`config.mk`:
```
export PLATFORM = sky130hd
export DESIGN_NAME = pot_i2c_slave
export DESIGN_NICKNAME = d
export VERILOG_FILES = /design/src/rtl/pot_i2c_pkg.sv /design/src/rtl/pot_i2c_sync.sv /design/src/rtl/pot_i2c_bus_cond.sv /design/src/rtl/pot_i2c_ctrl.sv /design/src/rtl/pot_i2c_slave.sv
export SDC_FILE = /design/constraint.sdc
export NUM_CORES = 1
export LEC_CHECK = 0
export ABC_CLOCK_PERIOD_IN_PS = 2750
export BUFFER_PORTS_ARGS = -buffer_cell sky130_fd_sc_hd__buf_4
export CORE_MARGIN = 1.5
export CORE_UTILIZATION = 57
export CTS_CLUSTER_DIAMETER = 60
export DETAILED_ROUTE_END_ITERATION = 12
export PLACE_DENSITY = 0.79
export SYNTH_ARGS = -nofsm -noshare
export SYNTH_HDL_FRONTEND = slang
export SYNTH_SLANG_ARGS = --single-unit
```
`constraint.sdc`:
```
create_clock -name clk -period 2.75 [get_ports clk]
set_input_delay 0.1375 -clock clk [delete_from_list [all_inputs] [get_ports clk]]
set_output_delay 0.1375 -clock clk [all_outputs]
set_load 0.01 [all_outputs]
```
`src/rtl/pot_i2c_pkg.sv`:
```
package pot_i2c_pkg;

   typedef enum logic [2:0] {
      ST_IDLE,
      ST_ADDR,
      ST_INSTR,
      ST_DATA,
      ST_ACK,
      ST_READ,
      ST_RACK,
      ST_SKIP
   } pot_state_t;

   // Instruction fields, most significant first as they arrive on the wire
   typedef struct packed {
      logic chan;
      logic midrst;
      logic shdn;
      logic o1;
      logic o2;
   } pot_instr_t;

   localparam int INSTR_FIELDS = $bits(pot_instr_t);

endpackage

```
`src/rtl/pot_i2c_sync.sv`:
```
module pot_i2c_sync #(
   parameter int                WIDTH   = 2,
   parameter int                STAGES  = 2,
   parameter logic [WIDTH-1:0]  RST_VAL = '1
) (
   input  logic             clk,
   input  logic             rst_n,
   input  logic [WIDTH-1:0] d,
   output logic [WIDTH-1:0] q
);

   if (STAGES < 2) begin : g_bad_stages
      $error("pot_i2c_sync needs at least two stages");
   end

   logic [STAGES-1:0][WIDTH-1:0] chain;

   always_ff @(posedge clk or negedge rst_n) begin
      if (!rst_n) chain <= {STAGES{RST_VAL}};
      else        chain <= {chain[STAGES-2:0], d};
   end

   assign q = chain[STAGES-1];

endmodule

```
`src/rtl/pot_i2c_bus_cond.sv`:
```
module pot_i2c_bus_cond (
   input  logic clk,
   input  logic rst_n,
   input  logic scl_s,
   input  logic sda_s,
   output logic start,
   output logic stop,
   output logic scl_rise,
   output logic scl_fall
);

   logic scl_q, sda_q;

   always_ff @(posedge clk or negedge rst_n) begin
      if (!rst_n) begin
         scl_q <= 1'b1;
         sda_q <= 1'b1;
      end else begin
         scl_q <= scl_s;
         sda_q <= sda_s;
      end
   end

   // Conditions need SCL high on both samples so a clock edge is never mistaken
   assign start    = scl_s & scl_q & sda_q & ~sda_s;
   assign stop     = scl_s & scl_q & ~sda_q & sda_s;
   assign scl_rise = scl_s & ~scl_q;
   assign scl_fall = ~scl_s & scl_q;

endmodule

```
`src/rtl/pot_i2c_ctrl.sv`:
```
module pot_i2c_ctrl
   import pot_i2c_pkg::*;
#(
   parameter int                              DATA_W      = 8,
   parameter int                              STRAP_W     = 2,
   parameter logic [DATA_W-STRAP_W-2:0]       ADDR_PREFIX = 5'b01011
) (
   input  logic               clk,
   input  logic               rst_n,
   input  logic               sda_s,
   input  logic               start,
   input  logic               stop,
   input  logic               scl_rise,
   input  logic               scl_fall,
   input  logic [STRAP_W-1:0] strap,
   input  logic [DATA_W-1:0]  rd_data,
   output logic               sda_oe,
   output logic               cmd_stb,
   output pot_instr_t         cmd,
   output logic               wr_stb,
   output logic [DATA_W-1:0]  wr_data
);

   localparam int CNT_W = $clog2(DATA_W + 1);
   localparam logic [CNT_W-1:0] LAST = CNT_W'(DATA_W - 1);

   pot_state_t          state, after_ack;
   logic [CNT_W-1:0]    cnt;
   logic [DATA_W-1:0]   shreg;
   logic [DATA_W-1:0]   rx_byte;
   logic                byte_full;
   logic                master_ack;
   logic                last_bit;
   logic                addr_hit;

   assign rx_byte  = {shreg[DATA_W-2:0], sda_s};
   assign last_bit = (cnt == LAST);
   assign addr_hit = (rx_byte[DATA_W-1:1] == {ADDR_PREFIX, strap});

   always_ff @(posedge clk or negedge rst_n) begin
      if (!rst_n) begin
         state      <= ST_IDLE;
         after_ack  <= ST_IDLE;
         cnt        <= '0;
         shreg      <= '0;
         byte_full  <= 1'b0;
         master_ack <= 1'b0;
         sda_oe     <= 1'b0;
         cmd_stb    <= 1'b0;
         cmd        <= '0;
         wr_stb     <= 1'b0;
         wr_data    <= '0;
      end else begin
         cmd_stb <= 1'b0;
         wr_stb  <= 1'b0;
         if (stop) begin
            state     <= ST_IDLE;
            sda_oe    <= 1'b0;
            cnt       <= '0;
            byte_full <= 1'b0;
         end else if (start) begin
            state     <= ST_ADDR;
            sda_oe    <= 1'b0;
            cnt       <= '0;
            byte_full <= 1'b0;
         end else begin
            unique case (state)
               ST_ADDR, ST_INSTR, ST_DATA: begin
                  if (byte_full) begin
                     if (scl_fall) begin
                        state     <= ST_ACK;
                        sda_oe    <= 1'b1;
                        byte_full <= 1'b0;
                     end
                  end else if (scl_rise) begin
                     shreg <= rx_byte;
                     if (!last_bit) begin
                        cnt <= cnt + 1'b1;
                     end else begin
                        cnt <= '0;
                        if (state == ST_ADDR) begin
                           if (addr_hit) begin
                              byte_full <= 1'b1;
                              after_ack <= rx_byte[0] ? ST_READ : ST_INSTR;
                           end else begin
                              state <= ST_SKIP;
                           end
                        end else if (state == ST_INSTR) begin
                           byte_full <= 1'b1;
                           cmd       <= pot_instr_t'(rx_byte[DATA_W-1 -: INSTR_FIELDS]);
                           cmd_stb   <= 1'b1;
                           after_ack <= ST_DATA;
                        end else begin
                           byte_full <= 1'b1;
                           wr_data   <= rx_byte;
                           wr_stb    <= 1'b1;
                           after_ack <= ST_DATA;
                        end
                     end
                  end
               end
               ST_ACK: begin
                  if (scl_fall) begin
                     state <= after_ack;
                     cnt   <= '0;
                     if (after_ack == ST_READ) begin
                        shreg  <= rd_data;
                        sda_oe <= ~rd_data[DATA_W-1];
                     end else begin
                        sda_oe <= 1'b0;
                     end
                  end
               end
               ST_READ: begin
                  if (scl_fall) begin
                     if (last_bit) begin
                        sda_oe <= 1'b0;
                        cnt    <= '0;
                        state  <= ST_RACK;
                     end else begin
                        cnt    <= cnt + 1'b1;
                        shreg  <= {shreg[DATA_W-2:0], shreg[DATA_W-1]};
                        sda_oe <= ~shreg[DATA_W-2];
                     end
                  end
               end
               ST_RACK: begin
                  if (scl_rise) begin
                     master_ack <= ~sda_s;
                  end else if (scl_fall) begin
                     if (master_ack) begin
                        state  <= ST_READ;
                        shreg  <= rd_data;
                        sda_oe <= ~rd_data[DATA_W-1];
                     end else begin
                        state <= ST_SKIP;
                     end
                  end
               end
               default: ;
            endcase
         end
      end
   end

   assert_cmd_pulse_R3: assert property (@(posedge clk) disable iff (!rst_n)
      cmd_stb |=> !cmd_stb);

   assert_wr_pulse_R4: assert property (@(posedge clk) disable iff (!rst_n)
      wr_stb |=> !wr_stb);

   assert_oe_after_fall_R5: assert property (@(posedge clk) disable iff (!rst_n)
      !$stable(sda_oe) |-> ($past(scl_fall) || $past(start) || $past(stop)));

   assert_start_restarts_R2: assert property (@(posedge clk) disable iff (!rst_n)
      start |=> (state == ST_ADDR) && !sda_oe);

   assert_skip_released_R1: assert property (@(posedge clk) disable iff (!rst_n)
      (state == ST_SKIP) |-> !sda_oe);

   assert_abort_no_write_R9: assert property (@(posedge clk) disable iff (!rst_n)
      (start || stop) |=> !wr_stb && !cmd_stb);

endmodule

```
`src/rtl/pot_i2c_slave.sv`:
```
module pot_i2c_slave
   import pot_i2c_pkg::*;
#(
   parameter int                         SYNC_STAGES = 2,
   parameter int                         DATA_W      = 8,
   parameter int                         STRAP_W     = 2,
   parameter logic [DATA_W-STRAP_W-2:0]  ADDR_PREFIX = 5'b01011
) (
   input  logic               clk,
   input  logic               rst_n,
   input  logic               scl_i,
   input  logic               sda_i,
   output logic               sda_oe,
   input  logic [STRAP_W-1:0] strap,
   input  logic [DATA_W-1:0]  rd_data,
   output logic               cmd_stb,
   output logic               cmd_chan,
   output logic               cmd_midrst,
   output logic               cmd_shdn,
   output logic               cmd_o1,
   output logic               cmd_o2,
   output logic               wr_stb,
   output logic [DATA_W-1:0]  wr_data
);

   if (DATA_W < INSTR_FIELDS) begin : g_bad_width
      $error("pot_i2c_slave: DATA_W too narrow for the instruction fields");
   end

   logic       scl_s, sda_s;
   logic       start, stop, scl_rise, scl_fall;
   pot_instr_t cmd;

   pot_i2c_sync #(
      .WIDTH   (2),
      .STAGES  (SYNC_STAGES),
      .RST_VAL (2'b11)
   ) u_sync (
      .clk   (clk),
      .rst_n (rst_n),
      .d     ({scl_i, sda_i}),
      .q     ({scl_s, sda_s})
   );

   pot_i2c_bus_cond u_cond (
      .clk      (clk),
      .rst_n    (rst_n),
      .scl_s    (scl_s),
      .sda_s    (sda_s),
      .start    (start),
      .stop     (stop),
      .scl_rise (scl_rise),
      .scl_fall (scl_fall)
   );

   pot_i2c_ctrl #(
      .DATA_W      (DATA_W),
      .STRAP_W     (STRAP_W),
      .ADDR_PREFIX (ADDR_PREFIX)
   ) u_ctrl (
      .clk      (clk),
      .rst_n    (rst_n),
      .sda_s    (sda_s),
      .start    (start),
      .stop     (stop),
      .scl_rise (scl_rise),
      .scl_fall (scl_fall),
      .strap    (strap),
      .rd_data  (rd_data),
      .sda_oe   (sda_oe),
      .cmd_stb  (cmd_stb),
      .cmd      (cmd),
      .wr_stb   (wr_stb),
      .wr_data  (wr_data)
   );

   assign cmd_chan   = cmd.chan;
   assign cmd_midrst = cmd.midrst;
   assign cmd_shdn   = cmd.shdn;
   assign cmd_o1     = cmd.o1;
   assign cmd_o2     = cmd.o2;

   // nothing is driven onto the bus while reset is held
   always_comb begin
      if (!rst_n) assert_reset_quiet_R10: assert (!sda_oe && !wr_stb && !cmd_stb);
   end

endmodule

```
==> out/qor.yml, run 1 <==
status: "finished, final reports clean"
power_mw: 2.11
power_leakage_nw: 1.18
worst_pin_slew_ns: 0.679
synth_cells: 202
synth_warnings: 0
slew_headroom_pct: 54.8
core-area_um2: 3690
area_delta_synth_final_pct: 13.4
met2_usage_pct: 35.2
syn_avg_cell_area_um2: 10.9
port_buffers: 29
maxCapViolCount: 0
pre_cts_ws_ns: 0.718
post-route-min-period_ns: 2.06
clock-sinks: 42
grt_use_met3_pct: 3.60
num_io_pins: 30
wl_um: 4470
critPathLaunchType: "flop"
diodes: 0
post_cts_resized: 0
grt-busiest-layer: "met2"
num-fill-cells: 303
rsz0062_at_grt: "no"
nNetsFinal: 246
die_x_um: 65.3
skew_ns: 0.00850
cts_htree_levels: 2
reg2reg_slack_ns: 0.69
die_area_um2: 4260
firstDrtPassIters: 4
synth.top_cells.by_area: "dfrtp_1 (41%), mux2_2 (8.2%), dfstp_2 (7.1%)"
final_common_cell: "dfrtp_1"
hold_class: "input pin to flop"
r2r_cells: 6
dp_hpwl_um: 3210
ys_async_sr_fraction_pct: 100
post-route-util_pct: 67.9
final_cell_mix: "dfrtp_1 (36), buf_4 (30), nand2_1 (22)"
clk_latency_ns: 0.29
ys_seq_area_share_pct: 47.9
synth_fp_nets: 217
gp_congestion: 0.894
tritoncts: "yes"
crit_slowest_cell: "dfrtp_1"
setup_tns_ns: 0
reg2reg_from: "u_ctrl.cnt[0]$_DFFE_PN0P_"
final_area_um2: 2510
clkTransAtPathRegs_ns: 0.08
critPathKind: "flop to flop"
synth_seq_cells: 42
slew_violations: 0
vias: 1680
crit_family: "simple AND/OR/NAND/NOR gates"
cts_buffers: 5
die_y_um: 65.3
reg2reg_to: "u_ctrl.cmd[4]$_DFFE_PN0P_"
vias_per_cell: 6.00
final-setup-viol-count: 0
ant_nets: 0
synth_top_area_share_pct: 40.8
crit_chain: "ha_1, and3b_2, and2_2, nand3_1, nor2_1, mux2_2"
cp_max_fo: 5
yosys.cell_types.count: 55
hold_end: "u_ctrl.shreg[3]$_DFFE_PN0P_"
rows: 22
irDropWorstVdd_mv: 0.450
grt_pass1_vias: 1511
setup_slack_ns: 0.691
dominantRegCellSynth: "dfrtp_1"
min_from: "rd_data[3]"
crit_buf_inv: 0
placed_area_um2: 2390
grt-ovfl-total: 0
grt_pass1_wl_um: 7220
hold_viol: 0
grt_use_total_pct: 22.1
synth_edf_count: 0
hold_path_depth: 3
met1_usage_pct: 31.2
worstPathArrival_ns: 2.24
wl_per_cell_um: 16.0
max_freq_ghz: 0.486
antenna_found_initial: 0
drc_errors: 0
cp-end-kind: "flop"
netlist_area_um2: 2210
fin_crit_sh_pct: 74.9
grt_max_degree: 43
power_density_nw_per_um2: 842
max_stage_delay_ns: 0.40
clk_path_buf_depth: 2
initial_core_util_pct: 59.9
drtIter0Drc: 97
yosysTopAreaCell: "dfrtp_1"
root_buffer: "clkbuf_8"
drive_above_1_share_pct: 30.2
critPathLaunch: "u_ctrl.cnt[0]$_DFFE_PN0P_"
required_ns: 2.93
[state kept, by name, summed over array words and instances (netlist names), 2 cells and up]
register / cells
u_ctrl.after_ack: 3
u_ctrl.cmd: 5
u_ctrl.cnt: 4
u_ctrl.shreg: 8
u_ctrl.state: 3
u_ctrl.wr_data: 8
u_sync.chain: 2
u_sync.q: 2
[power breakdown]
part	total [mW]	switching (mW)	internal (mW)
Clock	0.373	0.194	0.179
Combinational	0.752	0.379	0.373
Sequential	0.985	0.225	0.760
Total	2.11	0.797	1.31
[routing by layer]
metal,part of all wire (%),vias to the layer above
met3,4.9,7
met1,46,824
li1,-,791
met5,0,-
met4,1.3,0
met2,48,58
[stage by stage]
step / hold WS [ns] / cells
floorplan: -0.158 / 202
global placement: 0.140 / 269
detailed placement: 0.147 / 269
CTS: 0.130 / 280
global route: 0.169 / 280
finish: 0.140 / 280
[cell usage after synthesis (2+ instances only)]
cell type	instances
a32o_1	2
nor2_1	8
nand2b_1	5
buf_2	3
mux2_2	16
clkbuf_8	3
a31oi_1	2
dfrtp_1	36
a211o_2	2
buf_6	3
mux2i_1	10
and2b_2	2
nor2b_1	2
o211ai_2	2
o31ai_1	2
o2bb2ai_1	3
and2_1	2
o21ai_0	17
nand3_1	4
a21boi_0	2
inv_1	5
nand2_1	22
nand3b_1	4
dfstp_2	6
xnor2_1	3
o22ai_1	2
a21oi_1	3
nor3b_1	3
nor3_1	2
[cells by family after synthesis]
logic type               count (synthesis)  synth area share [%]
AO/OA/AOI/OAI                           49                  15.8
XOR/XNOR                                 3                  1.19
adder cells (fa/ha/maj)                  1                 0.566
buffers and inverters                   16                  5.49
flip-flops                              42                  47.9
multiplexers                            26                  12.7
AND/OR/NAND/NOR                         65                  16.4
[worst max-delay path by stage]
stage	endpoint	slack, ns	cells past startpoint
3_5_place_dp	u_ctrl.cmd[4]$_DFFE_PN0P_	0.72	6
4_1_cts	u_ctrl.cmd[4]$_DFFE_PN0P_	0.70	6
6_report	u_ctrl.cmd[4]$_DFFE_PN0P_	0.69	6
2_1_floorplan	u_ctrl.state[0]$_DFFE_PN0P_	0.85	6
3_3_place_gp	u_ctrl.state[0]$_DFFE_PN0P_	0.81	6
5_1_grt	u_ctrl.cmd[4]$_DFFE_PN0P_	0.58	6
[worst min-delay path: cells and delay by family]
| family | cells | cell delay [ns] |
|---|---|---|
| AO/OA/AOI/OAI | 1 | 0.13 |
| buffers and inverters | 1 | 0.07 |
| multiplexers | 1 | 0.05 |
[timing repair]
item,CTS,global route
setup endpoints to repair,0,0
hold endpoints to repair,38,0
hold buffers,3,0
buffers inserted,0,0
[area by class of cell]
class	count	area, µm²	area share (%)
Sequential cell	42	1060	42.2
Multi-Input combinational cell	144	1030	41.1
Timing Repair Buffer	33	255	10.2
Clock buffer	7	76.3	3.05
Tap cell	48	60.1	2.40
Inverter	5	18.8	0.749
Clock inverter	1	7.51	0.300
No activity file was read; power rests on OpenSTA's default activity.
==> run 2: changes to the inputs <==
- ABC_CLOCK_PERIOD_IN_PS: 2750 -> 1700
- CORE_UTILIZATION: 57 -> 51
- PLACE_DENSITY: 0.79 -> 0.75
- clock period: 2.75 -> 1.7 ns (I/O delays scaled with it)
==> out/qor.yml, run 2 (synthesis results as in run 1) <==
status: "finished with violations"
violations: "setup timing"
switching_share_pct: 34.2
power_density_nw_per_um2: 1470
max_stage_delay_ns: 0.39
root_buffer: "clkbuf_8"
rows: 23
critPathLaunchType: "flop"
nNetsFinal: 298
p_sw_mw: 1.58
crit_buf_inv: 0
cp_max_fo: 4
hold_class: "input pin to flop"
drc_errors: 0
wl_um: 5570
num-fill-cells: 273
ant_nets: 0
tritoncts: "yes"
skew_ns: 0.0136
post-route-util_pct: 76.8
grt-ovfl-total: 0
antenna_found_initial: 0
grt_max_degree: 43
fin_crit_sh_pct: 108
die_area_um2: 4740
critPathKind: "flop to flop"
required_ns: 1.88
cp-end-kind: "flop"
vias_per_cell: 5.61
dp_hpwl_um: 3610
initial_core_util_pct: 54.1
crit_family: "simple AND/OR/NAND/NOR gates"
clk_path_buf_depth: 2
vias: 1873
grt_pass1_vias: 1787
p_int_mw: 3.04
power_leakage_nw: 1.53
die_x_um: 68.8
drive_above_1_share_pct: 49.3
p_clk_share_pct: 20.9
gp_congestion: 0.894
diodes: 0
post-route-min-period_ns: 1.83
layout.cells.non_filler: 334
slew_headroom_pct: 65.6
crit_slowest_cell: "dfrtp_1"
grt_pass1_wl_um: 8530
maxCapViolCount: 0
worst_pin_slew_ns: 0.516
drtIter0Drc: 162
worstPathArrival_ns: 2.01
slew_violations: 0
area_delta_synth_final_pct: 42.1
rsz0062_at_grt: "yes"
clock-sinks: 42
die_y_um: 68.8
firstDrtPassIters: 4
wl_per_cell_um: 16.7
clk_latency_ns: 0.29
cts_htree_levels: 2
cts_buffers: 5
max_freq_ghz: 0.547
port_buffers: 29
power_mw: 4.62
grt_use_total_pct: 24.8
final_cell_mix: "buf_4 (75), dfrtp_1 (34), nand2_1 (21)"
setup_slack_ns: -0.129
p_comb_share_pct: 46.7
hold_viol: 0
reg_top3: "u_ctrl.shreg: 8 flops, u_ctrl.wr_data: 8 flops, u_ctrl.cmd: 5 flops"
clkTransAtPathRegs_ns: 0.08
final_common_cell: "buf_4"
pwr-share-seq_pct: 32.5
irDropWorstVdd_mv: 0.892
crit_chain: "ha_2, and3b_2, and2_4, a211o_2, o211ai_2, mux2_4"
core-area_um2: 4090
final-setup-viol-count: 18
num_io_pins: 30
dp_cells: 315
run 2: layer usage:
metal | global-route usage [%] | share of wire (%)
met5 | 0 | 0
met4 | 6.62 | 0.92
met3 | 5.36 | 5.1
met2 | 38.7 | 49
met1 | 35.0 | 45
run 2: layout make-up:
cell class,count,area [µm²],area share (%)
Clock buffer,6,82.6,2.63
Timing Repair Buffer,85,681,21.7
Tap cell,50,62.6,1.99
Inverter,5,18.8,0.598
Clock inverter,2,60.1,1.91
Multi-Input combinational cell,144,1170,37.4
Sequential cell,42,1060,33.8
run 2: power by group through the flow:
stage	clock, mW	sequential (mW)	combinational [mW]
after detailed placement	0	1.49	1.80
after global placement	0	1.49	1.77
final	0.965	1.50	2.16
after floorplan	0	1.42	1.17
after CTS	0.980	1.48	1.96
after global routing	1.03	1.53	2.34
run 2: metrics by stage:
| stage | hold WS, ns | setup WS [ns] | area, µm² | setup TNS (ns) |
|---|---|---|---|---|
| finish | 0.0631 | -0.129 | 3140 | -1.06 |
| CTS | 0.0774 | -0.126 | 3050 | -0.208 |
| global route | 0.0729 | -0.185 | 3140 | -3.12 |
| detailed placement | 0.0945 | -0.147 | 2750 | -0.794 |
| global placement | 0.0959 | -0.142 | 2750 | -0.621 |
| floorplan | -0.211 | -0.0449 | 2220 | -0.0449 |
run 2: worst paths after layout:
kind,startpoint,to,slack (ns),depth (start not counted)
setup / recovery,u_ctrl.cnt[1]$_DFFE_PN0P_,u_ctrl.state[0]$_DFFE_PN0P_,-0.13,6
hold / removal,rd_data[1],u_ctrl.shreg[1]$_DFFE_PN0P_,0.06,3
setup reg to reg,u_ctrl.cnt[1]$_DFFE_PN0P_,u_ctrl.state[0]$_DFFE_PN0P_,-0.13,6
hold reg to reg,u_sync.chain[0]$_DFF_PN1_,u_sync.q[0]$_DFF_PN1_,0.36,0
max in group asynchronous,rst_n,u_ctrl.state[2]$_DFFE_PN0P_,1.00,2
min in group asynchronous,rst_n,u_ctrl.cnt[1]$_DFFE_PN0P_,0.31,2
run 2: repair_timing:
item / in CTS / in global routing
pin swaps: 8 / 5
endpoints found under the hold margin: 38 / 0
resized for setup: 24 / 17
buffers inserted: 5 / 3
hold buffers: 3 / 0
endpoints found under the setup margin: 20 / 33
run 2: tightest hold or removal path, stage by stage:
cell and delay [ns]:
buf_4 0.07, mux2i_1 0.05, o21ai_1 0.11
